`src/rtl/seg_token_pkg.sv`:
```
// Package: shared types and constants for the segment token arbiter.
// Assumes: nothing beyond IEEE 1800-2017 packages.
package seg_token_pkg;

    // Ownership state of one token latch
    typedef enum logic [1:0] {
        OWN_FREE  = 2'b00,
        OWN_LEFT  = 2'b01,
        OWN_RIGHT = 2'b10
    } owner_t;

    localparam int unsigned DEF_TOKENS = 8;
    localparam int unsigned DEF_SYNC   = 2;

endpackage

```
`src/rtl/seg_port_front.sv`:
```
// Module: seg_port_front
// Brings one asynchronous semaphore port into the clock domain. The enable
// passes through SYNC_STAGES flops, and a falling edge of the synchronised
// enable yields one single-cycle event. The event is decoded into one-hot
// request (write 0) and release (write 1) pulses per latch.
// Assumes: wr_n, sel and din are steady while the enable is being synchronised.
module seg_port_front #(
    parameter int unsigned NUM_TOKENS  = 8,
    parameter int unsigned SYNC_STAGES = 2,
    localparam int unsigned SEL_W      = (NUM_TOKENS > 1) ? $clog2(NUM_TOKENS) : 1
) (
    input  logic                  clk,
    input  logic                  rst_n,
    input  logic                  sem_n,
    input  logic                  wr_n,
    input  logic [SEL_W-1:0]      sel,
    input  logic                  din,
    output logic [NUM_TOKENS-1:0] req,
    output logic [NUM_TOKENS-1:0] rel
);

    logic [SYNC_STAGES:0] chain;
    logic                 fall;

    // Shift the enable through the synchroniser plus one edge-detect flop
    always_ff @(posedge clk) begin
        if (!rst_n) begin
            chain <= '1;
        end else begin
            chain <= {chain[SYNC_STAGES-1:0], sem_n};
        end
    end

    // One event per falling edge of the synchronised enable
    always_comb begin
        fall = chain[SYNC_STAGES] & ~chain[SYNC_STAGES-1];
    end

    // Decode the event into per-latch request and release pulses
    for (genvar g = 0; g < NUM_TOKENS; g++) begin : g_dec
        always_comb begin
            req[g] = fall && !wr_n && (sel == SEL_W'(g)) && !din;
            rel[g] = fall && !wr_n && (sel == SEL_W'(g)) &&  din;
        end
    end

endmodule

```
`src/rtl/seg_token_cell.sv`:
```
// Module: seg_token_cell
// One token latch. It keeps the owner and a pending-request flag per side.
// A release is applied first, then the grant is resolved on the result, so
// a waiting request takes the token over in the same cycle. On a tie the
// left side wins.
// Assumes: the request and release pulses are single-cycle events.
module seg_token_cell
    import seg_token_pkg::*;
(
    input  logic clk,
    input  logic rst_n,
    input  logic l_req,
    input  logic l_rel,
    input  logic r_req,
    input  logic r_rel,
    output logic own_l,
    output logic own_r
);

    owner_t owner_q, owner_rel, owner_d;
    logic   pend_l_q, pend_r_q, pend_l_d, pend_r_d;
    logic   want_l, want_r;

    // Apply releases by the current owner
    always_comb begin
        owner_rel = owner_q;
        if (owner_q == OWN_LEFT && l_rel) owner_rel = OWN_FREE;
        if (owner_q == OWN_RIGHT && r_rel) owner_rel = OWN_FREE;
    end

    // Merge new requests with pending ones; a write of 1 withdraws a request
    always_comb begin
        want_l = (pend_l_q || l_req) && !l_rel && (owner_q != OWN_LEFT);
        want_r = (pend_r_q || r_req) && !r_rel && (owner_q != OWN_RIGHT);
    end

    // Resolve the grant on a free latch, left first
    always_comb begin
        owner_d  = owner_rel;
        pend_l_d = want_l;
        pend_r_d = want_r;
        if (owner_rel == OWN_FREE) begin
            if (want_l) begin
                owner_d  = OWN_LEFT;
                pend_l_d = 1'b0;
            end else if (want_r) begin
                owner_d  = OWN_RIGHT;
                pend_r_d = 1'b0;
            end
        end
    end

    // Hold ownership and pending state
    always_ff @(posedge clk) begin
        if (!rst_n) begin
            owner_q  <= OWN_FREE;
            pend_l_q <= 1'b0;
            pend_r_q <= 1'b0;
        end else begin
            owner_q  <= owner_d;
            pend_l_q <= pend_l_d;
            pend_r_q <= pend_r_d;
        end
    end

    // Expose per-side ownership
    always_comb begin
        own_l = (owner_q == OWN_LEFT);
        own_r = (owner_q == OWN_RIGHT);
    end

endmodule

```
`src/rtl/seg_readback.sv`:
```
// Module: seg_readback
// Registered read-back for one port. It drives 0 when this port owns the
// selected latch and 1 otherwise.
// Assumes: sel is held steady for a clock before the result is used.
module seg_readback #(
    parameter int unsigned NUM_TOKENS = 8,
    localparam int unsigned SEL_W     = (NUM_TOKENS > 1) ? $clog2(NUM_TOKENS) : 1
) (
    input  logic                  clk,
    input  logic                  rst_n,
    input  logic [NUM_TOKENS-1:0] own,
    input  logic [SEL_W-1:0]      sel,
    output logic                  dout
);

    // Gate the read so that only the owner sees 0
    always_ff @(posedge clk) begin
        if (!rst_n) begin
            dout <= 1'b1;
        end else begin
            dout <= ~own[sel];
        end
    end

endmodule

```
`src/rtl/seg_token_arbiter.sv`:
```
// Module: seg_token_arbiter (top)
// A bank of token latches shared by two asynchronous ports. Each port has
// a front end that synchronises its enable and decodes accesses, one cell
// per latch holds ownership, and a read-back stage per port reports
// ownership of the selected latch.
// Assumes: port qualifiers are steady around each enable falling edge.
module seg_token_arbiter #(
    parameter int unsigned NUM_TOKENS  = seg_token_pkg::DEF_TOKENS,
    parameter int unsigned SYNC_STAGES = seg_token_pkg::DEF_SYNC,
    localparam int unsigned SEL_W      = (NUM_TOKENS > 1) ? $clog2(NUM_TOKENS) : 1
) (
    input  logic             clk,
    input  logic             rst_n,
    input  logic             l_sem_n,
    input  logic             l_wr_n,
    input  logic [SEL_W-1:0] l_sel,
    input  logic             l_din,
    output logic             l_dout,
    input  logic             r_sem_n,
    input  logic             r_wr_n,
    input  logic [SEL_W-1:0] r_sel,
    input  logic             r_din,
    output logic             r_dout
);

    logic [NUM_TOKENS-1:0] l_req, l_rel, r_req, r_rel;
    logic [NUM_TOKENS-1:0] own_l, own_r;

    seg_port_front #(.NUM_TOKENS(NUM_TOKENS), .SYNC_STAGES(SYNC_STAGES)) u_front_l (
        .clk(clk), .rst_n(rst_n), .sem_n(l_sem_n), .wr_n(l_wr_n),
        .sel(l_sel), .din(l_din), .req(l_req), .rel(l_rel)
    );

    seg_port_front #(.NUM_TOKENS(NUM_TOKENS), .SYNC_STAGES(SYNC_STAGES)) u_front_r (
        .clk(clk), .rst_n(rst_n), .sem_n(r_sem_n), .wr_n(r_wr_n),
        .sel(r_sel), .din(r_din), .req(r_req), .rel(r_rel)
    );

    for (genvar g = 0; g < NUM_TOKENS; g++) begin : g_cell
        seg_token_cell u_cell (
            .clk(clk), .rst_n(rst_n),
            .l_req(l_req[g]), .l_rel(l_rel[g]),
            .r_req(r_req[g]), .r_rel(r_rel[g]),
            .own_l(own_l[g]), .own_r(own_r[g])
        );
    end

    seg_readback #(.NUM_TOKENS(NUM_TOKENS)) u_rb_l (
        .clk(clk), .rst_n(rst_n), .own(own_l), .sel(l_sel), .dout(l_dout)
    );

    seg_readback #(.NUM_TOKENS(NUM_TOKENS)) u_rb_r (
        .clk(clk), .rst_n(rst_n), .own(own_r), .sel(r_sel), .dout(r_dout)
    );

endmodule

```
`config.mk`:
```
export PLATFORM = sky130hd
export DESIGN_NAME = seg_token_arbiter
export DESIGN_NICKNAME = d
export VERILOG_FILES = /design/src/rtl/seg_token_pkg.sv /design/src/rtl/seg_port_front.sv /design/src/rtl/seg_token_cell.sv /design/src/rtl/seg_readback.sv /design/src/rtl/seg_token_arbiter.sv
export SDC_FILE = /design/constraint.sdc
export NUM_CORES = 1
export LEC_CHECK = 0
export CAP_MARGIN = 10
export CORE_MARGIN = 5
export CORE_UTILIZATION = 55
export DETAILED_ROUTE_END_ITERATION = 8
export GPL_ROUTABILITY_DRIVEN = 1
export GPL_TIMING_DRIVEN = 0
export PLACE_DENSITY_LB_ADDON = 0.25
export SLEW_MARGIN = 20
export SYNTH_ARGS = -nofsm -noshare
export SYNTH_HDL_FRONTEND = slang
export SYNTH_SLANG_ARGS = --single-unit
```
`constraint.sdc`:
```
create_clock -name clk -period 2.2 [get_ports clk]
set_clock_uncertainty 0.1 [all_clocks]
set_input_delay 0.33 -clock clk [delete_from_list [all_inputs] [get_ports clk]]
set_output_delay 0.33 -clock clk [all_outputs]
set_load 0.05 [all_outputs]
```
== Word level (Yosys, flattened, before mapping) ==
Cells that the tools add are included.

* Input port bits: 14
* Register bits: 40
* Logic and storage cells: 295
* Output and inout port bits: 2

* Mux-type cells: 60
* $lt $le $gt $ge: 2
* Equality and inequality tests: 46
* Bitwise operators: 7
* Reduce and logical (&&, ||, !) cells: 152

{| class="wikitable"
|+ Operator list
! operator !! number
|-
| logical AND 1 bit || 98
|-
| 2-to-1 mux 2 bit || 40
|-
| equality test 3 bit, second input constant || 8
|-
| logical NOT 1 bit || 20
|-
| 2-to-1 mux 1 bit || 18
|-
| equality test 2 x 1 -> 1 bit, second input constant || 8
|-
| equality test 2 bit, second input constant || 8
|-
| logical NOT 2 bit || 8
|-
| logical OR 1 bit || 16
|-
| != test 2 x 1 -> 1 bit, second input constant || 8
|-
| != test 2 bit, second input constant || 8
|-
| OR reduction 2 bit || 8
|-
| equality test 3 x 2 -> 1 bit, second input constant || 4
|-
| less-than comparator 3 x 4 -> 1 bit, second input constant || 2
|-
| binary-select mux 1 bit (select 3 bit) || 2
|-
| equality test 3 x 1 -> 1 bit, second input constant || 2
|-
| logical NOT 3 bit || 2
|-
| NOT 1 bit || 5
|-
| AND 1 bit || 2
|}

== Depth between registers and ports, before layout ==
* Word-level depth: 11
* Depth in mapped cells: 5
* Gate-level depth less buffers: 4

== Modules after synthesis ==
From an unflattened synthesis, not the netlist that was laid out.

* Cell total of the unflattened synthesis: 246
* Area total of the unflattened synthesis: 2,172.1 µm²

{| class="wikitable"
|+ By module, submodules not included
! module !! cells an instance !! instances !! area an instance (µm²) !! sequential area each (µm²)
|-
| seg_token_cell || 20 || 8 || 182.7 || 80.1
|-
| seg_port_front || 35 || 2 || 260.2 || 60.1
|-
| seg_readback || 8 || 2 || 95.1 || 20.0
|}

== Worst setup path after synthesis ==
OpenSTA, ideal clock, no wires.

* Path kind: input -> register
* Start point: input port r_sel[1]
* End point: register g_cell[5].u_cell.pend_l_q
* Cell stages on the path: 5
* Data required time: 1.984 ns
* Slack: 0.433 ns
* Data arrival time: 1.551 ns
* Library setup time: 0.116 ns
* Buffers on the path: 1
* Path through: buf_2 > nand2b_1 > or4_1 > a22o_1 > and3_1

* Cells in the longest elaborated chain, start to end: 7

{| class="wikitable"
|+ RTL lines
! what !! line !! source
|-
| from (decl) || seg_token_arbiter.sv:21 || <nowiki>input logic [SEL_W-1:0] r_sel,</nowiki>
|-
| equality test 3 bit || seg_port_front.sv:43 || <nowiki>rel[g] = fall && !wr_n && (sel == SEL_W'(g)) && din;</nowiki>
|-
| logical AND 1 bit (2 in a row) || seg_port_front.sv:43 ||
|-
| logical AND 1 bit || seg_token_cell.sv:28 || <nowiki>if (owner_q == OWN_RIGHT && r_rel) owner_rel = OWN_FREE;</nowiki>
|-
| 2-to-1 mux 2 bit || seg_token_cell.sv:28 ||
|-
| logical NOT 2 bit || seg_token_cell.sv:42 || <nowiki>if (owner_rel == OWN_FREE) begin</nowiki>
|-
| OR reduction 2 bit (no source line) || -- ||
|-
| to (signal assigned) || seg_token_cell.sv:61 || <nowiki>pend_l_q <= pend_l_d;</nowiki>
|-
| to (decl) || seg_token_cell.sv:21 || <nowiki>logic pend_l_q, pend_r_q, pend_l_d, pend_r_d;</nowiki>
|}

No other way between the ends.
A chain may end at the register's enable or synchronous reset.

== Worst setup path after layout ==
* Start point: input port r_din
* End point: register g_cell[3].u_cell.owner_q[0]

* Cells in the longest elaborated chain, start to end: 8
* Elaborated cells on any way between the ends: 13
* Classes of those cells: 4 x mux; 9 x reduce/logical

{| class="wikitable"
|+ RTL lines
! what !! line !! source
|-
| from (decl) || seg_token_arbiter.sv:22 || <nowiki>input logic r_din,</nowiki>
|-
| logical NOT 1 bit || seg_port_front.sv:42 || <nowiki>req[g] = fall && !wr_n && (sel == SEL_W'(g)) && !din;</nowiki>
|-
| logical AND 1 bit || seg_port_front.sv:42 ||
|-
| logical OR 1 bit || seg_token_cell.sv:34 || <nowiki>want_r = (pend_r_q || r_req) && !r_rel && (owner_q != OWN_RIGHT);</nowiki>
|-
| logical AND 1 bit (2 in a row) || seg_token_cell.sv:34 ||
|-
| 2-to-1 mux 2 bit || seg_token_cell.sv:46 || <nowiki>end else if (want_r) begin</nowiki>
|-
| 2-to-1 mux 2 bit || seg_token_cell.sv:43 || <nowiki>if (want_l) begin</nowiki>
|-
| 2-to-1 mux 2 bit * || seg_token_cell.sv:42 ||
|-
| to (signal assigned) || seg_token_cell.sv:60 || <nowiki>owner_q <= owner_d;</nowiki>
|-
| to (decl) || seg_token_cell.sv:20 || <nowiki>owner_t owner_q, owner_rel, owner_d;</nowiki>
|}

Mark *: on every way between the ends. The rest lies on a longest branch, timed or not.

==> results by group <==
Status
  – Status: completed

CTS
  – Worst skew pair latency: 310 ps
  – CTS tree: yes
  – Clock root buffer: clkbuf_8
  – Longest Clk Path Bufs: 2
  – Cts-stage hold buffer count: 0
  – Number of H-tree levels: 2
  – Clock sink count: 40
  – Register clock-pin slew on the reported worst setup and hold paths: 70 ps
  – Num CTS Buffers: 5
  – Postcts setup bufs: 0

Setup path
  – Required time of the critical path: 2330 ps
  – Crit path DAT: 2270 ps
  – CP Class: in -> reg
  – Critical Path, Cell by Cell: clkdlybuf4s50_1 -> nand4bb_4 -> o41a_1 -> or4_1 -> a21oi_1
  – CP max stage cell: clkdlybuf4s50_1
  – Worst Path Max Fanout: 6
  – Critical path's largest stage delay: 650 ps
  – CP Capture Type: flip-flop
  – CP startpoint kind: input port

Route
  – DRC violations left: 0
  – Detailed Routing Iterations Pass 1: 6
  – Routed len/inst: 17.9 µm
  – Final WL: 5450 µm
  – Via count: 1941
  – Iteration-0 DRC Markers: 200
  – Vias per inst: 6.38
  – DRT antenna net count: 0

Finish
  – Antenna Cells: 0
  – NumNets Final: 269
  – Final Util: 66.0%
  – Layout area overhead: 14.0%
  – Fin cells: 304
  – Fillers: 314
  – Share of layout cells above drive strength 1: 8.98%

Die
  – Core Region: 0.00372 mm²
  – Die Y: 72.5 µm
  – Rows: 22
  – DIE AREA: 0.00526 mm²
  – Initial Util: 57.9%
  – I/O pin total: 16
  – Die W: 72.5 µm

Logic synthesis
  – Most common cell in the netlist: dfxtp_1
  – Mapped Cells: 235
  – FFs w/ async S/R, synth: 0%
  – Top cell type by total area after synthesis: dfxtp_1
  – Share of the synthesized area in the top cell type: 37.2%
  – Synth Register Bits: 40
  – Syn Nets: 249
  – Syn. warnings: 0
  – Top cells by count, synth: 40 x dfxtp_1, 16 x a21oi_1, 16 x nand2b_1
  – Syn_area_per_cell: 9.15 µm²
  – Synthesized area: 0.00215 mm²
  – Sequential area share after synthesis: 37.2%
  – Netlist cell types: 53
  – Post-synth top flop: dfxtp_1
  – Post-synth EDFFs: 0
  – Top cells by area, synth: dfxtp_1 37%, nand2b_1 4.7%, mux4_2 4.2%, a21oi_1 3.7%, nor2b_1 2.9%

Placed design
  – Inst Count DP: 296
  – Setup WS pre-CTS: -360 ps
  – Hpwl dp: 3840 µm
  – PortBufs: 13
  – Placer Congestion: 0.924

Power and ir drop
  – P_leak: 0.894 nW
  – Peak VDD IR: 0.414 mV
  – PD cells: 556 mW/mm²

STA
  – RSZ-0062 raised after global routing: false
  – Maximum clock rate: 468 MHz
  – Tcrit/Tclk final: 97.1%
  – Final hold violation count: 0
  – Slew @ Worst Pin: 598 ps
  – Slew headroom: 60.2%
  – Final hold slack: 317 ps
  – Fin crit period: 2140 ps
  – Finish-stage setup viols: 0
  – Max Slew Vio Count: 0
  – Setup TNS: 0 ps
  – Fin worst setup slack: 63.6 ps

Global route
  – GRT met2 Usage: 34.1%
  – Largest net degree at the start of global routing: 12
  – Gr usage total: 22.3%
  – Total gr overflow: 0
  – GRT met1 Usage: 29.5%
  – Vias in the first global route: 1823
  – Initial antenna violation count: 0
  – GRT busiest layer: met2
  – Met3 Use GR: 6.65%
  – First-pass GRT wire length: 8950 µm

Job
  – Max cap viols: 0

Min path
  – Worst min-delay path class: reg -> reg
## worst max-delay path, delay by kind of cell
| kind | cells | cell delay [ps] |
|---|---|---|
| compound gates | 2 | 560 |
| simple gates | 2 | 710 |
| buf+inv | 1 | 650 |
## registers in the layout (all words and copies together) (netlist names)
name,count
g_cell.u_cell.owner_q,16
g_cell.u_cell.pend_l_q,8
g_cell.u_cell.pend_r_q,8
u_front_l.chain,3
u_front_r.chain,3
u_rb_l.dout,1
u_rb_r.dout,1
## cell families after synthesis
kind of cell	Yosys count	share of synthesized area [%]
multiplexers	8	6.17
AND/OR/NAND/NOR	100	29.4
flip-flops	40	37.2
AO/OA/AOI/OAI	70	24.0
buffers and inverters	17	3.20
## per-stage QoR
step | cell area, µm² | power, W
after global placement | 2340 | 0.000866
after CTS | 2440 | 0.00136
final | 2450 | 0.00136
after global routing | 2450 | 0.00141
after floorplan | 2150 | 0.000815
after detailed placement | 2340 | 0.000867
## where the power goes
part | internal [W] | switching, W
clock network | 0.000256 | 0.000251
registers | 0.000730 | 0.00000528
logic | 0.0000479 | 0.0000732
## final timing paths
| path | from | endpoint | depth (start not counted) | slack [ps] |
|---|---|---|---|---|
| setup / recovery | r_din | g_cell[3].u_cell.owner_q[0] | 5 | 60 |
| setup reg to reg | u_front_r.chain[1] | g_cell[3].u_cell.owner_q[1] | 4 | 250 |
| hold reg to reg | u_front_r.chain[0] | u_front_r.chain[1] | 1 | 320 |
| hold / removal | u_front_r.chain[0] | u_front_r.chain[1] | 1 | 320 |
## cell usage in the layout, fill, tap and decap left out, drive strengths merged, types with 3 or more instances in the layout
cell,netlist,routed
a211oi,3,3
a21boi,4,4
a21o,3,3
a21oi,16,16
a22o,3,3
a31oi,5,5
a32o,3,3
and3,7,7
buf,5,5
clkbuf,6,14
clkdlybuf4s50,0,13
dfxtp,40,40
inv,5,5
mux4,4,4
nand2,12,12
nand2b,16,16
nand3,5,5
nand3b,4,4
nand4bb,3,3
nor2,10,10
nor2b,10,10
nor3,10,10
o211ai,3,3
o21a,3,3
o21ai,5,5
o21ba,3,3
o31ai,5,5
or3,6,6
## cell type report
| type | count | area, µm² | share of cell area, % |
|---|---|---|---|
| multi-input cells | 178 | 1290 | 52.8 |
| flip-flops and latches | 40 | 801 | 32.7 |
| repair buffers | 13 | 130 | 5.31 |
| clock buffers | 8 | 90.1 | 3.68 |
| well taps | 48 | 60.1 | 2.45 |
| plain buffers | 11 | 50.0 | 2.04 |
| inverters | 6 | 26.3 | 1.07 |
## repair_timing
item / CTS / global route
gates resized for setup: 1 / 9
endpoints found under the hold margin: 0 / 0
pin swaps: 0 / 0
setup endpoints to repair: 2 / 12
## metal layers
| layer | share of wire [%] | up-vias |
|---|---|---|
| li1 | - | 949 |
| met1 | 45 | 892 |
| met2 | 44 | 87 |
| met3 | 8.8 | 13 |
| met4 | 1.8 | 0 |
| met5 | 0 | - |
Note: power is estimated with default switching activity, not from simulation.
